<file path="config.mk">
export PLATFORM = sky130hd
export DESIGN_NAME = gpx_core
export DESIGN_NICKNAME = d
export VERILOG_FILES = /design/src/rtl/gpx_pkg.sv /design/src/rtl/gpx_bank.sv /design/src/rtl/gpx_irq_drive.sv /design/src/rtl/gpx_core.sv
export SDC_FILE = /design/constraint.sdc
export NUM_CORES = 1
export LEC_CHECK = 0
export BUFFER_PORTS_ARGS = -buffer_cell sky130_fd_sc_hd__buf_2
export CORE_MARGIN = 3
export CORE_UTILIZATION = 25
export CTS_CLUSTER_DIAMETER = 200
export DETAILED_ROUTE_END_ITERATION = 7
export PLACE_DENSITY = 0.37
export SYNTH_ARGS = -nofsm -noshare
export SYNTH_HDL_FRONTEND = slang
export SYNTH_SLANG_ARGS = --single-unit
export TNS_END_PERCENT = 30
</file>
<file path="constraint.sdc">
create_clock -name clk -period 4.3 [get_ports clk]
set_input_delay 0.215 -clock clk [delete_from_list [all_inputs] [get_ports clk]]
set_output_delay 0.215 -clock clk [all_outputs]
set_load 0.01 [all_outputs]
</file>
<file path="src/rtl/gpx_pkg.sv">
package gpx_pkg;

    localparam int IDX_W = 4;

    typedef enum logic [IDX_W-1:0] {
        IX_DIR  = 4'h0,
        IX_INV  = 4'h1,
        IX_IEN  = 4'h2,
        IX_REF  = 4'h3,
        IX_MODE = 4'h4,
        IX_CFG  = 4'h5,
        IX_PULL = 4'h6,
        IX_FLAG = 4'h7,
        IX_CAPT = 4'h8,
        IX_PORT = 4'h9,
        IX_LAT  = 4'hA
    } reg_idx_e;

    localparam int CFG_CLR_ON_CAP = 0;
    localparam int CFG_ACT_HIGH   = 1;
    localparam int CFG_OPEN_DRAIN = 2;
    localparam int CFG_MIRROR     = 6;

    typedef struct packed {
        logic mirror;
        logic open_drain;
        logic act_high;
        logic clr_on_cap;
    } irq_cfg_t;

    typedef struct packed {
        logic oe;
        logic level;
    } irq_pin_t;

    function automatic irq_cfg_t decode_cfg(input logic [7:0] c);
        irq_cfg_t r;
        r.mirror     = c[CFG_MIRROR];
        r.open_drain = c[CFG_OPEN_DRAIN];
        r.act_high   = c[CFG_ACT_HIGH];
        r.clr_on_cap = c[CFG_CLR_ON_CAP];
        return r;
    endfunction

    function automatic irq_pin_t drive_irq(input logic asserted, input irq_cfg_t c);
        irq_pin_t r;
        r.level = c.act_high ? asserted : ~asserted;
        r.oe    = c.open_drain ? asserted : 1'b1;
        return r;
    endfunction

endpackage

</file>
<file path="src/rtl/gpx_bank.sv">
module gpx_bank
    import gpx_pkg::*;
#(
    parameter int W = 8
) (
    input  logic             clk,
    input  logic             rst,
    input  logic             wr_en,
    input  logic [IDX_W-1:0] idx,
    input  logic [W-1:0]     wdata,
    input  logic             clr,
    input  logic [W-1:0]     pin_in,
    output logic [W-1:0]     rd_val,
    output logic [W-1:0]     pin_out,
    output logic [W-1:0]     pin_oe,
    output logic [W-1:0]     pull_en,
    output logic [W-1:0]     flag,
    output logic [W-1:0]     capt
);

    logic [W-1:0] dir_q, inv_q, ien_q, ref_q, mode_q, pull_q, lat_q;
    logic [W-1:0] prev_q, hit, first;

    // control registers
    always_ff @(posedge clk) begin
        if (rst) begin
            dir_q  <= '1;
            inv_q  <= '0;
            ien_q  <= '0;
            ref_q  <= '0;
            mode_q <= '0;
            pull_q <= '0;
            lat_q  <= '0;
        end else if (wr_en) begin
            case (reg_idx_e'(idx))
                IX_DIR:  dir_q  <= wdata;
                IX_INV:  inv_q  <= wdata;
                IX_IEN:  ien_q  <= wdata;
                IX_REF:  ref_q  <= wdata;
                IX_MODE: mode_q <= wdata;
                IX_PULL: pull_q <= wdata;
                IX_LAT:  lat_q  <= wdata;
                default: ;
            endcase
        end
    end

    // change / compare detection, lowest pin wins
    always_comb begin
        hit   = ien_q & dir_q & ((mode_q & (pin_in ^ ref_q)) | (~mode_q & (pin_in ^ prev_q)));
        first = '0;
        for (int i = W - 1; i >= 0; i--) begin
            if (hit[i]) begin
                first    = '0;
                first[i] = 1'b1;
            end
        end
    end

    always_ff @(posedge clk) begin
        if (rst) begin
            prev_q <= '0;
            flag   <= '0;
            capt   <= '0;
        end else begin
            prev_q <= pin_in;
            if (clr) begin
                flag <= '0;
            end else if (flag == '0 && hit != '0) begin
                flag <= first;
                capt <= pin_in ^ inv_q;
            end
        end
    end

    always_comb begin
        case (reg_idx_e'(idx))
            IX_DIR:  rd_val = dir_q;
            IX_INV:  rd_val = inv_q;
            IX_IEN:  rd_val = ien_q;
            IX_REF:  rd_val = ref_q;
            IX_MODE: rd_val = mode_q;
            IX_PULL: rd_val = pull_q;
            IX_FLAG: rd_val = flag;
            IX_CAPT: rd_val = capt;
            IX_PORT: rd_val = pin_in ^ inv_q;
            IX_LAT:  rd_val = lat_q;
            default: rd_val = '0;
        endcase
    end

    assign pin_out = lat_q;
    assign pin_oe  = ~dir_q;
    assign pull_en = pull_q;

endmodule

</file>
<file path="src/rtl/gpx_irq_drive.sv">
module gpx_irq_drive
    import gpx_pkg::*;
#(
    parameter int NBANK = 2
) (
    input  logic [NBANK-1:0] act,
    input  logic [7:0]       cfg,
    output logic [NBANK-1:0] irq_out,
    output logic [NBANK-1:0] irq_oe
);

    irq_cfg_t c;
    logic     any;

    assign c   = decode_cfg(cfg);
    assign any = |act;

    for (genvar b = 0; b < NBANK; b++) begin : g_out
        irq_pin_t p;
        assign p          = drive_irq(c.mirror ? any : act[b], c);
        assign irq_out[b] = p.level;
        assign irq_oe[b]  = p.oe;
    end

endmodule

</file>
<file path="src/rtl/gpx_core.sv">
module gpx_core
    import gpx_pkg::*;
#(
    parameter int BANK_W = 8,
    parameter int NBANK  = 2,
    localparam int SEL_W  = (NBANK > 1) ? $clog2(NBANK) : 1,
    localparam int ADDR_W = IDX_W + SEL_W,
    localparam int PIN_W  = BANK_W * NBANK
) (
    input  logic              clk,
    input  logic              rst,
    input  logic [ADDR_W-1:0] reg_addr,
    input  logic              reg_wr,
    input  logic [BANK_W-1:0] reg_wdata,
    input  logic              reg_rd,
    output logic [BANK_W-1:0] reg_rdata,
    input  logic [PIN_W-1:0]  pin_in,
    output logic [PIN_W-1:0]  pin_out,
    output logic [PIN_W-1:0]  pin_oe,
    output logic [PIN_W-1:0]  pull_en,
    output logic [NBANK-1:0]  irq_out,
    output logic [NBANK-1:0]  irq_oe
);

    logic [SEL_W-1:0]              sel;
    logic [IDX_W-1:0]              idx;
    logic [7:0]                    cfg_q;
    logic [BANK_W-1:0]             bank_rd [NBANK];
    logic [NBANK-1:0][BANK_W-1:0]  flag_all;
    logic [NBANK-1:0][BANK_W-1:0]  cap_all;
    logic [NBANK-1:0]              clr_all;
    logic [NBANK-1:0]              act;
    logic [BANK_W-1:0]             rd_pick;
    reg_idx_e                      clr_idx;

    assign sel = reg_addr[ADDR_W-1:IDX_W];
    assign idx = reg_addr[IDX_W-1:0];

    // shared configuration register
    always_ff @(posedge clk) begin
        if (rst)
            cfg_q <= '0;
        else if (reg_wr && reg_idx_e'(idx) == IX_CFG)
            cfg_q <= reg_wdata[7:0];
    end

    assign clr_idx = cfg_q[CFG_CLR_ON_CAP] ? IX_CAPT : IX_PORT;

    for (genvar b = 0; b < NBANK; b++) begin : g_bank
        logic hit_sel;
        assign hit_sel    = (sel == SEL_W'(b));
        assign clr_all[b] = reg_rd && hit_sel && (reg_idx_e'(idx) == clr_idx);
        assign act[b]     = |flag_all[b];

        gpx_bank #(.W(BANK_W)) u_bank (
            .clk     (clk),
            .rst     (rst),
            .wr_en   (reg_wr && hit_sel && reg_idx_e'(idx) != IX_CFG),
            .idx     (idx),
            .wdata   (reg_wdata),
            .clr     (clr_all[b]),
            .pin_in  (pin_in[b*BANK_W +: BANK_W]),
            .rd_val  (bank_rd[b]),
            .pin_out (pin_out[b*BANK_W +: BANK_W]),
            .pin_oe  (pin_oe[b*BANK_W +: BANK_W]),
            .pull_en (pull_en[b*BANK_W +: BANK_W]),
            .flag    (flag_all[b]),
            .capt    (cap_all[b])
        );
    end

    always_comb begin
        if (reg_idx_e'(idx) == IX_CFG)
            rd_pick = BANK_W'(cfg_q);
        else if (int'(sel) < NBANK)
            rd_pick = bank_rd[sel];
        else
            rd_pick = '0;
    end

    always_ff @(posedge clk) begin
        if (rst)
            reg_rdata <= '0;
        else if (reg_rd)
            reg_rdata <= rd_pick;
    end

    gpx_irq_drive #(.NBANK(NBANK)) u_irq (
        .act     (act),
        .cfg     (cfg_q),
        .irq_out (irq_out),
        .irq_oe  (irq_oe)
    );

endmodule

</file>
# Word level (Yosys, flattened, before mapping)
# Cells that the tools add are included.
# W data, S select, Z words.
# op_classes
n_lt_le_gt_ge,1
n_eq_ne,12
muxes,29
bitwise_logic,26
n_reduce_logical,37
# ops
cell,count
$mux W8,20
$pmux W8 S10,2
$and A8 B8 Y8,8
$xor A8 B8 Y8,6
$not A8 Y8,4
$reduce_and A2 Y1,16
$eq A4 B3 Y1 const B,4
$logic_not A8 Y1,2
$or A8 B8 Y8,2
$reduce_bool A8 Y1,2
$reduce_or A16 Y1,1
$reduce_or A8 Y1,2
$eq A4 B4 Y1 const B,3
$logic_and A1 B1 Y1,11
$eq A4 B2 Y1 const B,2
$mux W1,7
$not A1 Y1,5
$eq A4 B1 Y1 const B,1
$eq A4 B4 Y1,1
$logic_not A4 Y1,1
$ne A4 B3 Y1 const B,1
$reduce_or A2 Y1,2
$ge A2 B2 Y1 const B,1
$not A1 Y2,1
# word_totals
reg_bits,176
input_bits,33
out_inout_bits,60
word_cells,127

# Longest topological paths before layout
# depth
ltp_word,12
depth_mapped,8
mapped_depth_nobuf,5

# Modules after synthesis
# From an unflattened synthesis, not the netlist that was laid out.
# unflattened
hier_cells,992
hier_area_um2,8923.6
# by_module_without_submodules
mod,instances,cells_per_inst,area_per_inst_um2,seq_area_each_um2
gpx_bank,2,443,4001.3,1601.5
gpx_core,1,100,885.8,320.3
gpx_irq_drive,1,6,35.0,0.0

# Worst setup path before layout
# OpenSTA, ideal clock, no wires.
# synth_path
path_kind,reg-to-reg
startpoint,register g_bank[0].u_bank.mode_q[1]
endpoint,register g_bank[0].u_bank.capt[3]
setup_ps,121
t_arrival_ps,1756
setup_slack_ps,2423
stages_incl_launch_ff,7
path_buffers,1
period_less_slack_ps,1877
path_cell_list,dfxtp_1 > mux2i_1 > mux2i_1 > nor4_4 > a21o_1 > buf_6 > mux2_4
# synth_between
elab_chain_cells,7
elab_cells_between_ends,8
classes_between,5 x bitwise; 3 x reduce/logical
# synth_rtl
item,line_no,text
"start, declared",gpx_bank.sv:21,"logic [W-1:0] dir_q, inv_q, ien_q, ref_q, mode_q, pull_q, lat_q;"
"start signal, assigned",gpx_bank.sv:40,IX_MODE: mode_q <= wdata;
$not A8 Y8,gpx_bank.sv:50,hit = ien_q & dir_q & ((mode_q & (pin_in ^ ref_q)) | (~mode_q & (pin_in ^ prev_q)));
$and A8 B8 Y8,gpx_bank.sv:50,
$or A8 B8 Y8 *,gpx_bank.sv:50,
$and A8 B8 Y8 *,gpx_bank.sv:50,
$reduce_bool A8 Y1 *,gpx_bank.sv:69,end else if (flag == '0 && hit != '0) begin
$logic_and A1 B1 Y1 *,gpx_bank.sv:69,
$reduce_and A2 Y1 (no line) *,n/a,
"end signal, assigned",gpx_bank.sv:71,capt <= pin_in ^ inv_q;
"end, declared",gpx_bank.sv:18,output logic [W-1:0] capt
# Mark *: on every way between the ends. The rest lies on a longest branch, timed or not.
# A chain may end at the register's enable or synchronous reset.

# Final worst setup path
# Ends and elaborated chain as after synthesis.

==> metrics.txt <==
# TYPE chip_impl_metric gauge
chip_impl_info{name="result_of_the_run",value="finished, final reports clean"} 1
chip_impl_metric{name="route.vias.total",unit=""} 7848
chip_impl_metric{name="timing.clock.skew",unit="ns"} 0.0126
chip_impl_metric{name="worst_pin_slew",unit="ns"} 1.04
chip_impl_metric{name="num_rows",unit=""} 67
chip_impl_metric{name="power_per_cell_area",unit="mW/mm2"} 355
chip_impl_metric{name="power.internal",unit="mW"} 2.59
chip_impl_info{name="crit_path_end_kind",value="flop"} 1
chip_impl_metric{name="die-width",unit="um"} 193
chip_impl_metric{name="dp.final_hpwl",unit="mm"} 27.5
chip_impl_metric{name="clock_sinks",unit=""} 176
chip_impl_metric{name="p_comb_frac",unit=""} 0.097
chip_impl_metric{name="number_of_filler_instances_in_the_final_layout",unit=""} 3727
chip_impl_metric{name="switchingPower",unit="mW"} 1.01
chip_impl_metric{name="gpl.final_weighted_congestion",unit=""} 0.898
chip_impl_metric{name="post_cts.resized_instances",unit=""} 0
chip_impl_metric{name="placedInstanceArea",unit="mm2"} 0.00959
chip_impl_metric{name="syn_nets",unit=""} 1039
chip_impl_metric{name="worstSkewPairLatency",unit="ns"} 0.45
chip_impl_metric{name="layout_min_cycle_time",unit="ns"} 2.52
chip_impl_metric{name="fin_tns_setup",unit="ns"} 0
chip_impl_info{name="min_path_type",value="input port to flop"} 1
chip_impl_info{name="most-common-layout-cells",value="sky130_fd_sc_hd__dfxtp_1 (176), sky130_fd_sc_hd__mux2i_1 (117), sky130_fd_sc_hd__nor2_1 (107), sky130_fd_sc_hd__nand2_1 (92), sky130_fd_sc_hd__buf_2 (91)"} 1
chip_impl_info{name="cp-start-kind",value="flop"} 1
chip_impl_metric{name="final_core_util",unit=""} 0.299
chip_impl_info{name="worstPathCellList",value="mux2i_1 > mux2i_1 > nor4_4 > a21o_1 > mux2_4"} 1
chip_impl_metric{name="cts_post_setup_buffers_inserted",unit=""} 0
chip_impl_metric{name="globalRouteTotalUtil",unit=""} 0.200
chip_impl_metric{name="post_synth_inst_count",unit=""} 1006
chip_impl_metric{name="share_seq_of_total_power",unit=""} 0.465
chip_impl_metric{name="yosys_warnings",unit=""} 0
chip_impl_metric{name="cp_num_buf_inv",unit=""} 0
chip_impl_metric{name="drt-vias-per-instance",unit=""} 5.16
chip_impl_metric{name="wl",unit="mm"} 37.9
chip_impl_metric{name="slew_headroom",unit=""} 0.304
chip_impl_metric{name="cts-root-to-sink-buffers",unit=""} 2
chip_impl_metric{name="edff_count_synth",unit=""} 0
chip_impl_metric{name="drv.max_cap_violation_count",unit=""} 0
chip_impl_metric{name="synthDominantCellAreaShare",unit=""} 0.401
chip_impl_metric{name="final_net_count",unit=""} 1093
chip_impl_metric{name="setup_violations",unit=""} 0
chip_impl_metric{name="count_of_unique_library_cells_instantiated_by_yosys",unit=""} 69
chip_impl_info{name="setup.worst_path.class",value="flop to flop"} 1
chip_impl_info{name="crit_path_top_delay_cell",value="sky130_fd_sc_hd__nor4_4"} 1
chip_impl_metric{name="design_area",unit="mm2"} 0.0102
chip_impl_info{name="yosys.area.top_type",value="sky130_fd_sc_hd__dfxtp_1"} 1
chip_impl_metric{name="cts_inserted_buffers",unit=""} 17
chip_impl_metric{name="crit_required",unit="ns"} 4.63
chip_impl_metric{name="io_buffers",unit=""} 92
chip_impl_metric{name="antenna-diode-count",unit=""} 0
chip_impl_metric{name="crit_path_max_fanout",unit=""} 9
chip_impl_metric{name="area_delta_synth_final",unit="%"} 15.9
chip_impl_info{name="rsz0062_at_grt",value="false"} 1
chip_impl_metric{name="drive_gt1_frac",unit=""} 0.164
chip_impl_metric{name="ant_nets",unit=""} 0
chip_impl_metric{name="die_height",unit="um"} 193
chip_impl_info{name="clock_tree_from_tritoncts",value="done"} 1
chip_impl_metric{name="remaining_drc_errors",unit=""} 0
chip_impl_metric{name="cts_htree_levels",unit=""} 4
chip_impl_metric{name="ios",unit=""} 93
chip_impl_metric{name="area_of_the_die",unit="mm2"} 0.0374
chip_impl_metric{name="swShare",unit=""} 0.281
chip_impl_metric{name="initial_utilization",unit=""} 0.258
chip_impl_metric{name="grt_pass1_vias",unit=""} 7698
chip_impl_metric{name="cp.arrival",unit="ns"} 2.85
chip_impl_metric{name="dr.pass1.iters",unit=""} 5
chip_impl_metric{name="max_freq",unit="GHz"} 0.397
chip_impl_info{name="synthFlopType",value="sky130_fd_sc_hd__dfxtp_1"} 1
chip_impl_metric{name="cp_slowest_stage_delay",unit="ns"} 0.57
chip_impl_metric{name="grt_first_pass_wirelength",unit="mm"} 55.9
chip_impl_info{name="netlist_top_cells_area",value="sky130_fd_sc_hd__dfxtp_1 (40%), sky130_fd_sc_hd__mux2i_1 (13%), sky130_fd_sc_hd__nor2_1 (4.6%)"} 1
chip_impl_metric{name="leakagePower",unit="nW"} 4.07
chip_impl_metric{name="core_area",unit="mm2"} 0.0340
chip_impl_metric{name="finalHoldViolations",unit=""} 0
chip_impl_metric{name="synth.avg_cell_area",unit="um2"} 8.72
chip_impl_info{name="cell_type_with_the_highest_occurrence_count_on_the_critical_path",value="sky130_fd_sc_hd__mux2i_1"} 1
chip_impl_metric{name="async_reset_ff_frac",unit=""} 0
chip_impl_metric{name="pwr-share-clk",unit=""} 0.438
chip_impl_metric{name="cts.hold.buffers_added",unit=""} 0
chip_impl_metric{name="wl_per_cell",unit="um"} 24.9
chip_impl_metric{name="final_max_slew_viol_count",unit=""} 0
chip_impl_metric{name="dr.first_iter.drc_count",unit=""} 811
chip_impl_metric{name="grt_total_ovfl",unit=""} 0
chip_impl_metric{name="initial_antenna_violation_count",unit=""} 0
chip_impl_metric{name="synth.yosys.seq_area_share",unit=""} 0.401
chip_impl_metric{name="grt_max_degree",unit=""} 76
chip_impl_info{name="root_buffer",value="sky130_fd_sc_hd__clkbuf_16"} 1
chip_impl_info{name="final_common_cell",value="sky130_fd_sc_hd__dfxtp_1"} 1
chip_impl_metric{name="finalCritPeriodShare",unit=""} 0.585
chip_impl_metric{name="cts.clk_slew.worst_paths",unit="ns"} 0.07
chip_impl_info{name="crit_family",value="multiplexers"} 1
chip_impl_metric{name="syn-cell-area",unit="mm2"} 0.00878
chip_impl_metric{name="yosys_register_bits",unit=""} 176
chip_impl_metric{name="minimum_hold_slack",unit="ns"} 0.0504
chip_impl_metric{name="max-vdd-ir-drop",unit="mV"} 0.296
[synthesized netlist by cell type (4+ instances only)]
master,instances
sky130_fd_sc_hd__dfxtp_1,176
sky130_fd_sc_hd__inv_1,27
sky130_fd_sc_hd__buf_4,4
sky130_fd_sc_hd__a221oi_1,5
sky130_fd_sc_hd__a22o_1,5
sky130_fd_sc_hd__a31oi_1,9
sky130_fd_sc_hd__a211oi_1,11
sky130_fd_sc_hd__xor2_1,13
sky130_fd_sc_hd__and3_1,9
sky130_fd_sc_hd__nor4_1,7
sky130_fd_sc_hd__o21ai_0,11
sky130_fd_sc_hd__nor2_1,107
sky130_fd_sc_hd__o32ai_1,5
sky130_fd_sc_hd__nor2b_1,36
sky130_fd_sc_hd__buf_2,26
sky130_fd_sc_hd__a21oi_1,61
sky130_fd_sc_hd__nand3b_1,16
sky130_fd_sc_hd__nand2_1,92
sky130_fd_sc_hd__a22oi_1,19
sky130_fd_sc_hd__clkbuf_1,40
sky130_fd_sc_hd__nand3_1,69
sky130_fd_sc_hd__mux2i_1,117
sky130_fd_sc_hd__o211ai_1,20
sky130_fd_sc_hd__o22ai_1,8
sky130_fd_sc_hd__o221ai_1,4
sky130_fd_sc_hd__nor3b_1,6
sky130_fd_sc_hd__o2bb2ai_1,5
sky130_fd_sc_hd__and2_1,4
sky130_fd_sc_hd__nor3_1,7
sky130_fd_sc_hd__mux2_2,16
sky130_fd_sc_hd__xnor2_1,9
sky130_fd_sc_hd__a32oi_1,8
sky130_fd_sc_hd__a311oi_1,5
[routing by layer]
layer,GRT usage,vias up,wire [um]
li1,-,3711,-
met4,0.0506,0,554
met2,0.297,229,16400
met5,0,-,0
met3,0.0320,32,1740
met1,0.301,3876,19200
[per-stage QoR]
stage	cells	setup WS, ns	total power, mW
6_report	1521	1.78	3.61
5_1_grt	1521	1.60	3.74
2_1_floorplan	1006	2.42	1.91
3_3_place_gp	1489	1.42	2.06
4_1_cts	1521	1.78	3.66
3_5_place_dp	1489	1.42	2.06
[path summary, 6_finish.rpt]
check	startpoint	end	slack [ns]	cells past startpoint
setup reg to reg	g_bank[0].u_bank.mode_q[1]$_SDFFE_PP0P_	g_bank[0].u_bank.capt[3]$_SDFFE_PP0P_	1.78	5
hold reg to reg	cfg_q[7]$_SDFFE_PP0P_	cfg_q[7]$_SDFFE_PP0P_	0.46	2
setup / recovery	g_bank[0].u_bank.mode_q[1]$_SDFFE_PP0P_	g_bank[0].u_bank.capt[3]$_SDFFE_PP0P_	1.78	5
hold / removal	pin_in[10]	g_bank[1].u_bank.prev_q[2]$_SDFF_PP0_	0.05	2
[logic make-up after synthesis]
| kind of cell | Yosys count | share of synthesized area |
|---|---|---|
| AOI/OAI and AO/OA | 192 | 0.149 |
| muxes | 135 | 0.158 |
| xor gates and xnor gates | 22 | 0.0220 |
| and+or+nand+nor | 381 | 0.220 |
| buffers and inverters | 100 | 0.0490 |
| DFF | 176 | 0.401 |
[state kept, by name, summed over array words and instances (netlist names)]
register	cells
g_bank.u_bank.capt	16
g_bank.u_bank.ien_q	16
g_bank.u_bank.ref_q	16
cfg_q	8
g_bank.u_bank.pin_out	16
reg_rdata	8
g_bank.u_bank.flag	16
g_bank.u_bank.dir_q	16
g_bank.u_bank.prev_q	16
g_bank.u_bank.mode_q	16
g_bank.u_bank.inv_q	16
g_bank.u_bank.pull_en	16
[power by group through the flow]
stage	Sequential (mW)	Clock (mW)	Combinational, mW
floorplan	1.71	0	0.205
global placement	1.71	0	0.351
detailed placement	1.71	0	0.350
CTS	1.67	1.63	0.351
global route	1.68	1.69	0.376
finish	1.68	1.58	0.351
[layout make-up]
type,count,area [um2],share of cell area
Multi-Input combinational cell,730,4820,0.474
Sequential cell,176,3520,0.346
Timing Repair Buffer,108,583,0.0573
Tap cell,448,561,0.0551
Clock buffer,19,453,0.0445
Clock inverter,13,124,0.0122
Inverter,27,101,0.00997
Note: power is estimated with default switching activity, not from simulation.
